[src/rtl/refresh_sched.sv]
module refresh_sched #(
  parameter int T_INT   = 8,
  parameter int T_RAS   = 4,
  parameter int T_RR    = 2,
  parameter int T_RC    = 7,
  parameter int T_BURST = 256,
  parameter int PEND_W  = 3
) (
  input  logic        clk,
  input  logic        rst_n,
  input  logic        tick,
  input  logic        cmd_ready,
  input  logic        lp_req,
  input  logic        lp_exit,
  output logic        cmd_valid,
  output logic        cmd_pre,
  output logic [4:0]  cmd_bank,
  output logic [1:0]  cmd_sel,
  output logic [31:0] bank_locked,
  output logic [31:0] act_hold,
  output logic        lp_ack,
  output logic        burst_active,
  output logic        burst_err
);
  localparam int TW = $clog2(T_INT + 1);
  localparam int RW = $clog2(T_RAS + 1);
  localparam int SW = $clog2(T_RC + 1);
  localparam int WW = $clog2(T_BURST + 1);
  localparam logic [PEND_W-1:0] PMAX = '1;

  typedef enum logic [1:0] {M_NORM, M_DRAIN, M_SELF, M_BURST} mode_t;
  typedef enum logic [1:0] {P_IDLE, P_ACT, P_RAS, P_PRE} phase_t;

  mode_t             mode;
  phase_t            phase;
  logic [4:0]        idx, lastb;
  logic [PEND_W-1:0] pend;
  logic [TW-1:0]     tcnt;
  logic [RW-1:0]     rcnt;
  logic [SW-1:0]     since;
  logic [WW-1:0]     wcnt;

  function automatic logic [4:0] seq_bank(input logic [4:0] i);
    logic [3:0] lo;
    case (i[3:0])
      4'd0:  lo = 4'd12;  4'd1:  lo = 4'd10;  4'd2:  lo = 4'd5;   4'd3:  lo = 4'd3;
      4'd4:  lo = 4'd0;   4'd5:  lo = 4'd14;  4'd6:  lo = 4'd9;   4'd7:  lo = 4'd7;
      4'd8:  lo = 4'd4;   4'd9:  lo = 4'd2;   4'd10: lo = 4'd13;  4'd11: lo = 4'd11;
      4'd12: lo = 4'd8;   4'd13: lo = 4'd6;   4'd14: lo = 4'd1;   default: lo = 4'd15;
    endcase
    return {i[4], lo};
  endfunction

  assign cmd_valid    = (phase == P_ACT) || (phase == P_PRE);
  assign cmd_pre      = (phase == P_PRE);
  assign cmd_bank     = seq_bank(idx);
  assign cmd_sel      = cmd_valid ? 2'b11 : 2'b00;
  assign lp_ack       = (mode == M_SELF);
  assign burst_active = (mode == M_BURST);

  wire act_acc  = cmd_valid && cmd_ready && !cmd_pre;
  wire pre_acc  = cmd_valid && cmd_ready && cmd_pre;
  wire quiet    = (mode == M_SELF) || (mode == M_BURST);
  wire tick_due = tick && (tcnt == TW'(T_INT - 1));
  wire open_b   = (phase == P_RAS) || (phase == P_PRE);
  wire start    = ((mode == M_NORM) && (pend != '0)) ||
                  ((mode == M_DRAIN) && (idx != 5'd0)) || (mode == M_BURST);
  wire hold_rr  = since < SW'(T_RR);
  wire hold_rc  = since < SW'(T_RC);

  for (genvar b = 0; b < 32; b++) begin : g_bank
    wire adj = ({1'b0, lastb} == 6'(b)) || ({1'b0, lastb} == 6'(b + 1)) ||
               ({1'b0, lastb} == 6'(b - 1));
    assign bank_locked[b] = open_b && (cmd_bank == 5'(b));
    assign act_hold[b]    = bank_locked[b] || hold_rr || (adj && hold_rc);
  end

  always_ff @(posedge clk) begin
    if (!rst_n) begin
      tcnt <= '0;
      pend <= '0;
    end else if (quiet) begin
      tcnt <= '0;
      pend <= '0;
    end else begin
      if (tick) tcnt <= tick_due ? '0 : tcnt + 1'b1;
      pend <= pend + PEND_W'(tick_due && pend != PMAX) - PEND_W'(act_acc && pend != '0);
    end
  end

  always_ff @(posedge clk) begin
    if (!rst_n) begin
      phase <= P_IDLE;
      idx   <= '0;
      rcnt  <= '0;
    end else begin
      case (phase)
        P_IDLE: if (start && !(mode == M_SELF)) phase <= P_ACT;
        P_ACT:  if (act_acc) begin
                  phase <= P_RAS;
                  rcnt  <= RW'(T_RAS - 1);
                end
        P_RAS:  if (rcnt == RW'(1)) phase <= P_PRE;
                else rcnt <= rcnt - 1'b1;
        default: if (pre_acc) begin
                  phase <= P_IDLE;
                  idx   <= idx + 1'b1;
                end
      endcase
      if (mode == M_SELF && lp_exit) idx <= '0;
    end
  end

  always_ff @(posedge clk) begin
    if (!rst_n) begin
      mode <= M_NORM;
    end else begin
      case (mode)
        M_NORM:  if (lp_req) mode <= M_DRAIN;
        M_DRAIN: if (phase == P_IDLE && idx == 5'd0) mode <= M_SELF;
        M_SELF:  if (lp_exit) mode <= M_BURST;
        default: if (pre_acc && idx == 5'd31) mode <= M_NORM;
      endcase
    end
  end

  always_ff @(posedge clk) begin
    if (!rst_n) begin
      since <= SW'(T_RC);
      lastb <= '0;
    end else if (act_acc) begin
      since <= SW'(1);
      lastb <= cmd_bank;
    end else if (since < SW'(T_RC)) begin
      since <= since + 1'b1;
    end
  end

  always_ff @(posedge clk) begin
    if (!rst_n) begin
      wcnt      <= '0;
      burst_err <= 1'b0;
    end else begin
      if (mode != M_BURST) wcnt <= '0;
      else if (wcnt < WW'(T_BURST)) wcnt <= wcnt + 1'b1;
      if (mode == M_BURST && wcnt == WW'(T_BURST)) burst_err <= 1'b1;
    end
  end

  a_r3_held_until_taken: assert property (@(posedge clk) disable iff (!rst_n)
    cmd_valid && !cmd_ready |=> cmd_valid && $stable(cmd_bank) && $stable(cmd_pre));
  a_r3_gap_after_act: assert property (@(posedge clk) disable iff (!rst_n)
    act_acc |=> !cmd_valid);
  a_r4_pre_on_locked: assert property (@(posedge clk) disable iff (!rst_n)
    cmd_valid && cmd_pre |-> bank_locked[cmd_bank]);
  a_r11_one_open: assert property (@(posedge clk) disable iff (!rst_n)
    cmd_valid && !cmd_pre |-> bank_locked == '0);
  a_r5_hold_refreshed: assert property (@(posedge clk) disable iff (!rst_n)
    act_acc |=> act_hold[$past(cmd_bank)]);
  a_r7_self_silent: assert property (@(posedge clk) disable iff (!rst_n)
    lp_ack |-> !cmd_valid && !burst_active);
  a_r9_err_sticky: assert property (@(posedge clk) disable iff (!rst_n)
    burst_err |=> burst_err);
endmodule

[config.mk]
export PLATFORM = sky130hd
export DESIGN_NAME = refresh_sched
export DESIGN_NICKNAME = d
export VERILOG_FILES = /design/src/rtl/refresh_sched.sv
export SDC_FILE = /design/constraint.sdc
export NUM_CORES = 1
export LEC_CHECK = 0
export BUFFER_PORTS_ARGS = -buffer_cell sky130_fd_sc_hd__buf_2
export CELL_PAD_IN_SITES_DETAIL_PLACEMENT = 1
export CELL_PAD_IN_SITES_GLOBAL_PLACEMENT = 1
export CORE_ASPECT_RATIO = 1.25
export CORE_UTILIZATION = 41
export DETAILED_ROUTE_END_ITERATION = 8
export GPL_TIMING_DRIVEN = 1
export HOLD_SLACK_MARGIN = 0.03
export MAX_ROUTING_LAYER = met4
export PLACE_DENSITY = 0.94
export SYNTH_ARGS = -nofsm -noshare
export SYNTH_HDL_FRONTEND = slang
export SYNTH_SLANG_ARGS = --single-unit
[constraint.sdc]
create_clock -name clk -period 4.7 [get_ports clk]
set_input_delay 0.94 -clock clk [delete_from_list [all_inputs] [get_ports clk]]
set_output_delay 0.94 -clock clk [all_outputs]
set_load 0.01 [all_outputs]
### Word-level counts from Yosys, hierarchy flattened

Memories as Yosys holds them, arrays and structs flattened. A register that Yosys moved wholly into a read port is not among the register bits.
Cells that the tools add are included.

| word-level totals | value |
|---|---|
| output and inout port bits | 76 |
| memories kept | 1 |
| bits in read-only memories | 64 |
| input bits | 6 |
| word-level logic and storage cells | 353 |
| flip-flop bits (word level) | 37 |

| operators by class | value |
|---|---|
| reductions and logical operators | 229 |
| bitwise logic cells | 2 |
| multiplexer cells | 19 |
| equality and inequality tests | 81 |
| add/sub/neg operators | 7 |
| order comparisons | 3 |

Memories:

| name | depth | width | read ports | clocked after memory_dff | write ports | RTL line | text |
|---|---|---|---|---|---|---|---|
| (no name shown) | 16 | 4 | 1 | 1 | 0 | 45 | `case (i[3:0])` |

Operator list:

| operator | number |
|---|---|
| 5-bit == test, second input constant | 33 |
| 1-bit logical OR | 130 |
| 5-bit by 4-bit == test with 1-bit output, second input constant | 16 |
| 1-bit logical AND | 77 |
| 5-bit by 3-bit == test with 1-bit output, second input constant | 8 |
| 5-bit by 2-bit == test with 1-bit output, second input constant | 4 |
| 2-bit two-way mux | 9 |
| 5-bit zero test | 3 |
| 3-bit two-way mux | 4 |
| 4-bit two-way mux | 3 |
| 2-bit != test, second input constant | 6 |
| 2-bit one-hot mux with 3 select lines | 2 |
| 5-bit by 1-bit == test with 1-bit output, second input constant | 2 |
| 9-bit by 1-bit adder with 9-bit output, second input constant | 1 |
| 9-bit == test, second input constant | 1 |
| 9-bit less-than comparator, second input constant | 1 |
| 2-bit == test, second input constant | 4 |
| 4-bit AND reduction | 2 |
| 4-bit nonzero test | 2 |
| 2-bit OR reduction | 4 |
| 3-bit one-hot mux with 2 select lines | 1 |
| 5-bit by 1-bit adder with 5-bit output, second input constant | 1 |
| 5-bit nonzero test | 1 |
| 4-bit by 1-bit adder with 4-bit output, second input constant | 1 |
| other kinds (19) | 25 |

### Depth between registers and ports, before layout

Gate-level depths: netlist of the first run.

| depth | value |
|---|---|
| depth after elaboration | 7 |
| depth in mapped cells | 14 |
| depth with buffers taken out | 13 |

### Worst setup path after synthesis of the first run

No wires, ideal clock.

| path | value |
|---|---|
| path kind | in2reg |
| start point | input cmd_ready |
| end point | register pend[2] |
| stages | 12 |
| arrival time | 2,700 ps |
| setup time | 122 ps |
| setup slack | 1,877 ps |
| required time | 4,578 ps |
| path buffers | 1 |
| path through | nand2b_1 > or2_2 > buf_2 > nor2_1 > ha_1 > inv_1 > ha_1 > inv_1 > fa_1 > xor2_1 > xnor2_1 > nor2_1 |

| on the way | value |
|---|---|
| cells in the longest elaborated chain, start to end | 4 |

Ends and longest elaborated chain:

| item | RTL line | text |
|---|---|---|
| start, declared | 12 | `input logic cmd_ready,` |
| 1-bit logical AND (2 in a row) | 61 | `wire act_acc = cmd_valid && cmd_ready && !cmd_pre;` |
| 1-bit logical AND | 87 | `pend <= pend + PEND_W'(tick_due && pend != PMAX) - PEND_W'(act_acc && pend != '0);` |
| 3-bit by 1-bit subtractor with 3-bit output | 87 |  |
| end signal, assigned | 87 |  |
| end, declared | 37 | `logic [PEND_W-1:0] pend;` |

Every way passes these cells.
A chain may end at the register's enable or synchronous reset.

### Worst setup path after layout of the first run

| path | value |
|---|---|
| start point | register phase[1] |
| end point | output act_hold[3] |

| on the way | value |
|---|---|
| cells in the longest elaborated chain, start to end | 5 |
| elaborated cells between the ends (all ways) | 6 |
| classes of those cells | eq/ne (2); reduce/logical (4) |

Ends and longest elaborated chain:

| item | RTL line | text |
|---|---|---|
| start, declared | 35 | `phase_t phase;` |
| start signal, assigned | 93 | `phase <= P_IDLE;` |
| start signal, assigned | 98 | `P_IDLE: if (start && !(mode == M_SELF)) phase <= P_ACT;` |
| start signal, assigned | 100 | `phase <= P_RAS;` |
| 2-bit == test | 65 | `wire open_b = (phase == P_RAS) \|\| (phase == P_PRE);` |
| 1-bit logical OR (*) | 65 |  |
| 1-bit logical AND (*) | 74 | `assign bank_locked[b] = open_b && (cmd_bank == 5'(b));` |
| 1-bit logical OR (*) (2 in a row) | 75 | `assign act_hold[b] = bank_locked[b] \|\| hold_rr \|\| (adj && hold_rc);` |
| end, declared | 20 | `output logic [31:0] act_hold,` |

Every way passes the cells marked *; elsewhere a longest branch is shown, timed or not.

==> flow_summary.json, run 1 <==
{
  "setup_viol": 0,
  "p_sw_frac": 0.420,
  "antenna_found_initial": 0,
  "worstHoldStart": "since[0]",
  "cts_repair_resize_count": 0,
  "switchingPower_uw": 502,
  "dr.pass1.iters": 4,
  "dp_worst_setup_slack_ps": 1580,
  "setup_tns_ps": 0,
  "worstPathCellList": "ha_1 -> o21ai_1 -> or3b_1 -> o21ai_0 -> a211o_1 -> buf_2",
  "p_per_area_nw_per_um2": 340,
  "die-area_sq_um": 7770,
  "io_pins": 82,
  "cts_setup_buffers": 0,
  "critPathKind": "flip-flop to output pin",
  "synth_edf_count": 0,
  "synth_nets": 421,
  "cpPeakStageDelay_ps": 540,
  "cp-start-kind": "flip-flop",
  "holdCritPathClass": "flip-flop to flip-flop",
  "reg2reg_slack_ps": 1800,
  "ctsHoldBuffers": 0,
  "die_w_um": 79.0,
  "fin_ws_ps": 1420,
  "tightest_slew_ps": 940,
  "p_int_uw": 693,
  "post_drt_wl_per_cell_um": 17.0,
  "hold_violations": 0,
  "critical_path.max_fanout": 11,
  "min_period_over_period": 0.698,
  "yosys_warnings": 0,
  "synthArstFlopShare": 0,
  "fin_crit_ps": 3280,
  "leakage_uw": 0.00171,
  "fin_worst_hold_slack_ps": 431,
  "yosys-top-cells-area": "dfxtp_1, ha_1, nor2_1",
  "grt_pass1_wl_mm": 15.3,
  "grt_usage": 0.253,
  "synth_top_area_share": 0.270,
  "grt_max_degree": 26,
  "die_h_um": 98.3,
  "ir_worst_vdd_mv": 0.237,
  "layout-drive-gt1-share": 0.231,
  "synth_commonest_cells": "nor2_1, dfxtp_1, a21oi_1",
  "grt_pass1_vias": 3101,
  "vias": 3136,
  "cts_sinks": 41,
  "slowest_stage": "or3b_1",
  "final_max_slew_viol_count": 0,
  "drv_cap": 0,
  "cts_root_buffer": "clkbuf_8",
  "rows": 34,
  "first_iter_violations": 85,
  "final_core_util": 0.498,
  "finalClockSkew_ps": 10.5,
  "cp.arrival_ps": 2340,
  "n_antenna_cell": 0,
  "status": "completed",
  "cts_tree": "built",
  "rsz0062_at_grt": "no",
  "clk_pin_slew_worst_paths_ps": 90,
  "wl_mm": 9.27,
  "grt_overflow_total": 0,
  "yosysTopAreaCell": "dfxtp_1",
  "pwr-share-seq": 0.367,
  "vias_per_cell": 5.76,
  "p_clk_frac": 0.206,
  "cts.path.max_buffers": 2,
  "cp_num_buf_inv": 1,
  "synth_cells": 393,
  "initial_utilization": 0.431,
  "clk_latency_ps": 310,
  "finalNetCount": 481,
  "fmax_mhz": 305,
  "power.total_uw": 1200,
  "place.gp.congestion": 0.903,
  "synth_seq_cells": 41,
  "hold_end": "since[0]",
  "core_area_sq_um": 7060,
  "htree_levels": 2,
  "synth_area_sq_um": 3040,
  "comb_power_share": 0.427,
  "crit_family": "simple AND/OR/NAND/NOR gates",
  "area_growth_pct": 15.5,
  "hold_depth": 1,
  "postRouteAntennaNets": 0,
  "rr_worst_depth": 12,
  "ys_types": 62,
  "worstReg2RegStart": "phase[0]",
  "io_buffer_count": 81,
  "yosysMostFrequentCell": "nor2_1",
  "end_kind": "output pin",
  "drc_errors": 0,
  "synthFlopType": "dfxtp_1",
  "dp_hpwl_mm": 7.16,
  "syn_area_per_cell_sq_um": 7.74,
  "relSlewSlack": 0.372,
  "required_ps": 3760,
  "r2r-end": "pend[2]",
  "synth_seq_area_share": 0.270,
  "numCtsBuffers": 5
}
[stage by stage]
| stage | std cells | area, sq um |
|---|---|---|
| floorplan | 393 | 3040 |
| global placement | 536 | 3420 |
| detailed placement | 536 | 3420 |
| CTS | 544 | 3510 |
| global route | 544 | 3510 |
| finish | 544 | 3510 |
[layer usage]
layer  GRT usage  share of wire
met2       0.446           0.51
met3      0.0271          0.037
met4       0.102          0.027
met5           -              0
met1       0.288           0.42
[cell usage in the layout, fill, tap and decap left out, types with 5 or more instances in the layout]
| cell | instances |
|---|---|
| a211o_1 | 9 |
| a21oi_1 | 28 |
| a22oi_1 | 5 |
| a31oi_1 | 6 |
| and3b_1 | 5 |
| buf_2 | 81 |
| clkbuf_8 | 5 |
| dfxtp_1 | 41 |
| ha_1 | 21 |
| inv_1 | 17 |
| mux2i_1 | 10 |
| nand2_1 | 24 |
| nand2b_1 | 7 |
| nand3_1 | 8 |
| nand3b_1 | 5 |
| nand4_1 | 9 |
| nor2_1 | 67 |
| o21ai_0 | 17 |
| o221ai_1 | 7 |
| or3_1 | 5 |
| xor2_1 | 9 |
[cell families (layout without fill, tap and decap cells)]
group,after synthesis,after routing,synth area share
DFF,41,41,0.270
buffers and inverters,46,107,0.0691
adders and majority gates,22,22,0.0930
AOI/OAI and AO/OA,90,90,0.197
muxes,12,12,0.0403
xor gates and xnor gates,13,13,0.0374
and+or+nand+nor,169,169,0.293
[worst register-to-register path: cells and delay by family, from the launching register on]
kind | cells | cell delay [ps]
xor gates and xnor gates | 2 | 340
adders and majority gates | 4 | 1090
buffers and inverters | 2 | 110
DFF | 1 | 360
and+or+nand+nor | 4 | 900
[worst max path at each step]
stage / startpoint / end / depth (start not counted)
2_1_floorplan: cmd_ready / pend[2] / 12
5_1_grt: phase[1] / act_hold[3] / 6
3_5_place_dp: cmd_ready / pend[2] / 12
6_report: phase[1] / act_hold[3] / 6
4_1_cts: phase[1] / act_hold[3] / 6
3_3_place_gp: cmd_ready / pend[2] / 12
[power by group through the flow]
| stage | clock, uW | combinational, uW | sequential [uW] |
|---|---|---|---|
| floorplan | 0 | 373 | 432 |
| global placement | 0 | 479 | 441 |
| detailed placement | 0 | 512 | 447 |
| CTS | 249 | 515 | 438 |
| global route | 265 | 570 | 446 |
| finish | 246 | 510 | 439 |
[area by class of cell]
class,count,area (sq um)
clock buffer,5,68.8
clock inverter,3,25.0
fill,960,3550
inverter,17,63.8
multi-input combinational,306,2010
sequential,41,821
tap,90,113
timing repair buffer,82,413
[sequential cells by signal, indices dropped and copies added, names as in the netlist]
| signal | count |
|---|---|
| wcnt | 9 |
| idx | 5 |
| cmd_bank | 4 |
| burst_err | 1 |
| mode | 2 |
| lastb | 5 |
| tcnt | 4 |
| pend | 3 |
| since | 3 |
| rcnt | 3 |
| phase | 2 |
Power figures use the tool's default switching activity.
==> inputs of run 2 (changes only) <==
--- a/config.mk
+++ b/config.mk
@@ -9,12 +9,12 @@
 export CELL_PAD_IN_SITES_DETAIL_PLACEMENT = 1
 export CELL_PAD_IN_SITES_GLOBAL_PLACEMENT = 1
 export CORE_ASPECT_RATIO = 1.25
-export CORE_UTILIZATION = 41
+export CORE_UTILIZATION = 38
 export DETAILED_ROUTE_END_ITERATION = 8
 export GPL_TIMING_DRIVEN = 1
 export HOLD_SLACK_MARGIN = 0.03
 export MAX_ROUTING_LAYER = met4
-export PLACE_DENSITY = 0.94
+export PLACE_DENSITY = 0.88
 export SYNTH_ARGS = -nofsm -noshare
 export SYNTH_HDL_FRONTEND = slang
 export SYNTH_SLANG_ARGS = --single-unit
==> constraint.sdc (replaced) <==
create_clock -name clk -period 3.3 [get_ports clk]
set_input_delay 0.66 -clock clk [delete_from_list [all_inputs] [get_ports clk]]
set_output_delay 0.66 -clock clk [all_outputs]
set_load 0.01 [all_outputs]
==> run 2 against run 1 <==
  * Clock power rose by 66%
  * Global-route usage fell by 1.9 points
  * Die area up 7.7%
  * Worst setup slack got worse by 1000 ps
  * Clock skew is 6.1 ps higher
  * Non-clock buffer count is 4 higher
  * Critical endpoint unchanged
==> flow_summary.json, run 2 (synthesis gave the netlist of run 1 again) <==
{
  "status": "completed",
  "holdCritPathClass": "flip-flop to flip-flop",
  "antenna_found_initial": 0,
  "die-area_sq_um": 8370,
  "finalNetCount": 485,
  "cts_sinks": 41,
  "initial_utilization": 0.390,
  "critical_path.max_fanout": 11,
  "dp_hpwl_mm": 7.11,
  "final_common_cell": "buf_2",
  "post_drt_wl_per_cell_um": 16.6,
  "grt_usage": 0.234,
  "largest_reg_flops": 9,
  "required_ps": 2640,
  "final_max_slew_viol_count": 0,
  "vias": 3123,
  "routed-wl-met2_mm": 4.85,
  "area_growth_pct": 17.3,
  "setup_viol": 0,
  "layout_common_cells": "buf_2, nor2_1, dfxtp_1",
  "drv_cap": 0,
  "dr.pass1.iters": 4,
  "min_period_over_period": 0.887,
  "leakage_uw": 0.00174,
  "worstHoldStart": "since[0]",
  "rows": 36,
  "tightest_slew_ps": 637,
  "clk_pin_slew_worst_paths_ps": 80,
  "cts_tree": "built",
  "io_pins": 82,
  "core_area_sq_um": 7790,
  "grt_max_degree": 26,
  "io_buffer_count": 81,
  "route.met3.wl_um": 447,
  "p_per_area_nw_per_um2": 492,
  "relSlewSlack": 0.572,
  "cts_repair_resize_count": 0,
  "vias_per_cell": 5.65,
  "grt_pass1_wl_mm": 14.8,
  "setup_tns_ps": 0,
  "critPathKind": "flip-flop to output pin",
  "n_antenna_cell": 0,
  "cts_root_buffer": "clkbuf_8",
  "top_register": "wcnt",
  "drt-met1-wl_mm": 3.74,
  "fin_crit_ps": 2930,
  "postRouteAntennaNets": 0,
  "worstReg2RegStart": "phase[0]",
  "htree_levels": 2,
  "cts.path.max_buffers": 2,
  "ir_worst_vdd_mv": 0.229,
  "hold_violations": 0,
  "die_h_um": 102,
  "first_iter_violations": 129,
  "highest_layer": "met4",
  "final_core_util": 0.458,
  "clk_latency_ps": 300,
  "crit_start": "phase[0]",
  "cp.arrival_ps": 2270,
  "grt_overflow_total": 0,
  "power.total_uw": 1760,
  "drc_errors": 0,
  "grt_pass1_vias": 3074,
  "rsz0062_at_grt": "no",
  "wl_mm": 9.18,
  "fmax_mhz": 342,
  "die_w_um": 82.0,
  "ctsHoldBuffers": 0,
  "cts_setup_buffers": 0,
  "reg_top3": "wcnt (9), idx (5), lastb (5)",
  "place.gp.congestion": 0.815,
  "numCtsBuffers": 5,
  "layout-drive-gt1-share": 0.236,
  "cp-start-kind": "flip-flop",
  "end_kind": "output pin",
  "finalClockSkew_ps": 16.6
}
## run 2: metrics by stage
stage	setup slack, ps	cells	hold slack [ps]	instance area [sq um]
after floorplan	578	393	397	3040
after global placement	602	545	407	3460
after detailed placement	497	545	425	3460
after CTS	378	553	444	3570
after global routing	185	553	462	3570
final	373	553	443	3570
## run 2: layout make-up
| type | count | area [sq um] |
|---|---|---|
| fill | 1009 | 4220 |
| timing repair buffer | 86 | 443 |
| clock inverter | 2 | 38.8 |
| multi-input combinational | 306 | 2010 |
| clock buffer | 6 | 72.6 |
| inverter | 17 | 63.8 |
| sequential | 41 | 821 |
| tap | 95 | 119 |
## run 2: final timing paths
path | end | slack (ps) | cells after the start
max | act_hold[3] | 370 | 6
min | since[0] | 440 | 1
max reg2reg | pend[2] | 520 | 12
min reg2reg | since[0] | 440 | 1
## run 2: routing by layer
layer	vias to the layer above	global-route usage
met3	17	0.0357
met2	86	0.428
li1	1520	-
met1	1500	0.256
met5	-	-
met4	0	0.0702
## run 2: critical path: stages (launching register included)
cell	delay, ps
dfxtp_1	420
ha_1	380
o21ai_1	150
or3b_1	530
o21ai_0	220
a211o_1	140
buf_2	130
## run 2: report_power, final
part           internal (uW)  switching, uW  leakage (uW)
sequential               554           69.7      0.000332
clock                    227            180     0.0000554
combinational            288            438       0.00135
total                   1070            688       0.00174
==> inputs of run 3 (changes only) <==
--- a/config.mk
+++ b/config.mk
@@ -7,14 +7,14 @@
 export LEC_CHECK = 0
 export BUFFER_PORTS_ARGS = -buffer_cell sky130_fd_sc_hd__buf_2
 export CELL_PAD_IN_SITES_DETAIL_PLACEMENT = 1
-export CELL_PAD_IN_SITES_GLOBAL_PLACEMENT = 1
+export CELL_PAD_IN_SITES_GLOBAL_PLACEMENT = 2
 export CORE_ASPECT_RATIO = 1.25
-export CORE_UTILIZATION = 38
+export CORE_UTILIZATION = 30
 export DETAILED_ROUTE_END_ITERATION = 8
 export GPL_TIMING_DRIVEN = 1
 export HOLD_SLACK_MARGIN = 0.03
 export MAX_ROUTING_LAYER = met4
-export PLACE_DENSITY = 0.88
+export PLACE_DENSITY = 0.89
 export SYNTH_ARGS = -nofsm -noshare
 export SYNTH_HDL_FRONTEND = slang
 export SYNTH_SLANG_ARGS = --single-unit
==> run 3 against run 2 <==
  * Cell count grew 5.6%
  * Core utilization shrank 8.0 points
  * Register-to-register slack worse by 80 ps
  * Largest cell class unchanged
  * First-iteration DRC count decreased by 40%
  * Routed wire length grew 1.7%
  * Non-clock buffer count unchanged
  * Via count rose by 0.45%
  * Critical path type unchanged
  * Largest power group unchanged
  * Sequential power hardly changed
  * Fmax grew 0.43%
==> flow_summary.json, run 3 (synthesis gave the netlist of run 1 again) <==
{
  "fmax_mhz": 343,
  "top_register": "wcnt",
  "reg_top3": "wcnt (9), idx (5), lastb (5)",
  "area_growth_pct": 20.6,
  "cp.arrival_ps": 2250,
  "rows": 40,
  "p_per_area_nw_per_um2": 529,
  "die-area_sq_um": 10500,
  "finalNetCount": 485,
  "met3_usage": 0.0279,
  "cts_sinks": 41,
  "grt_pass1_vias": 3138,
  "fin_worst_hold_slack_ps": 434,
  "io_buffer_count": 81,
  "largest_reg_flops": 9,
  "setup_tns_ps": 0,
  "cp-start-kind": "flip-flop",
  "leakage_uw": 0.00177,
  "ir_worst_vdd_mv": 0.273,
  "holdCritPathClass": "flip-flop to flip-flop",
  "finalClockSkew_ps": 3.56,
  "fillers": 1256,
  "min_period_over_period": 0.883,
  "grt_pass1_wl_mm": 15.4,
  "gr-usage-met1": 0.200,
  "final_area_sq_um": 3670,
  "critPathKind": "flip-flop to output pin",
  "layout-drive-gt1-share": 0.236,
  "hold_violations": 0,
  "initial_utilization": 0.313,
  "numCtsBuffers": 5,
  "clk_pin_slew_worst_paths_ps": 60,
  "grt_max_degree": 26,
  "grt_overflow_total": 0,
  "placedCellCount": 576,
  "postRouteAntennaNets": 0,
  "crit_family": "simple AND/OR/NAND/NOR gates",
  "cts_root_buffer": "clkbuf_16",
  "cts.path.max_buffers": 2,
  "final_max_slew_viol_count": 0,
  "worstPathCellList": "ha_1 -> o21ai_1 -> or3b_1 -> o21ai_0 -> a211o_1 -> buf_2",
  "drc_errors": 0,
  "use_met2": 0.350,
  "place.gp.congestion": 0.840,
  "layout_common_cells": "buf_2, nor2_1, dfxtp_1",
  "first_iter_violations": 77,
  "fin_crit_ps": 2910,
  "cts_setup_buffers": 0,
  "cp_num_buf_inv": 1,
  "final_core_util": 0.378,
  "vias_per_cell": 5.37,
  "relSlewSlack": 0.519,
  "core_area_sq_um": 9710,
  "required_ps": 2640,
  "post_dp_cell_area_sq_um": 3500,
  "final_common_cell": "buf_2",
  "rsz0062_at_grt": "no",
  "critical_path.max_fanout": 11,
  "antenna_found_initial": 0,
  "post_drt_wl_per_cell_um": 16.0,
  "setup_viol": 0,
  "ctsHoldBuffers": 0,
  "end_kind": "output pin",
  "cts_repair_resize_count": 0,
  "wl_mm": 9.34,
  "die_w_um": 92.1,
  "dr.pass1.iters": 4,
  "status": "completed",
  "die_h_um": 115,
  "dp_hpwl_mm": 7.23,
  "cpPeakStageDelay_ps": 540,
  "reg2reg_slack_ps": 440,
  "busiest_layer": "met2",
  "cts_tree": "built",
  "vias": 3137,
  "n_antenna_cell": 0,
  "tightest_slew_ps": 716,
  "slowest_stage": "or3b_1",
  "drv_cap": 0,
  "clk_latency_ps": 280,
  "grt_usage": 0.185,
  "io_pins": 82,
  "stdcell_count": 584,
  "htree_levels": 2
}
-- run 3: changes by cell type in the layout (fill, tap and decap cells not counted), sizes merged --
cell,before,now
clkinv,1,0
clkbuf,6,7
-- run 3: through the flow --
step	worst slack (ps)	power (uW)
4_1_cts	384	1960
5_1_grt	186	2060
2_1_floorplan	578	1150
6_report	385	1940
3_5_place_dp	419	1370
3_3_place_gp	585	1340
-- run 3: area by class of cell --
type / instances / area (sq um) / share of cell area
repair buffers: 86 / 443 / 0.121
flip-flops and latches: 41 / 821 / 0.224
clock buffers: 7 / 143 / 0.0389
well taps: 126 / 158 / 0.0430
multi-input cells: 306 / 2010 / 0.548
clock inverters: 1 / 30.0 / 0.00819
inverters: 17 / 63.8 / 0.0174
-- run 3: report_power, final --
part / switching, uW / internal, uW / leakage, uW
Combinational: 450 / 288 / 0.00135
Clock: 199 / 378 / 0.0000841
Sequential: 70.8 / 555 / 0.000332
Total: 720 / 1220 / 0.00177
-- run 3: per-layer routing --
metal  part of all wire  wire [um]  vias up
met5                  0          0        -
met4              0.015        144        0
met3              0.037        347       13
met2               0.53       4950       77
met1               0.42       3900     1523
li1                   -          -     1524
-- run 3: path summary, 6_finish.rpt --
check / cells past startpoint / start / end
setup reg to reg: 12 / phase[0] / pend[2]
hold reg to reg: 1 / since[0] / since[0]
setup / recovery: 6 / phase[0] / act_hold[3]
hold / removal: 1 / since[0] / since[0]
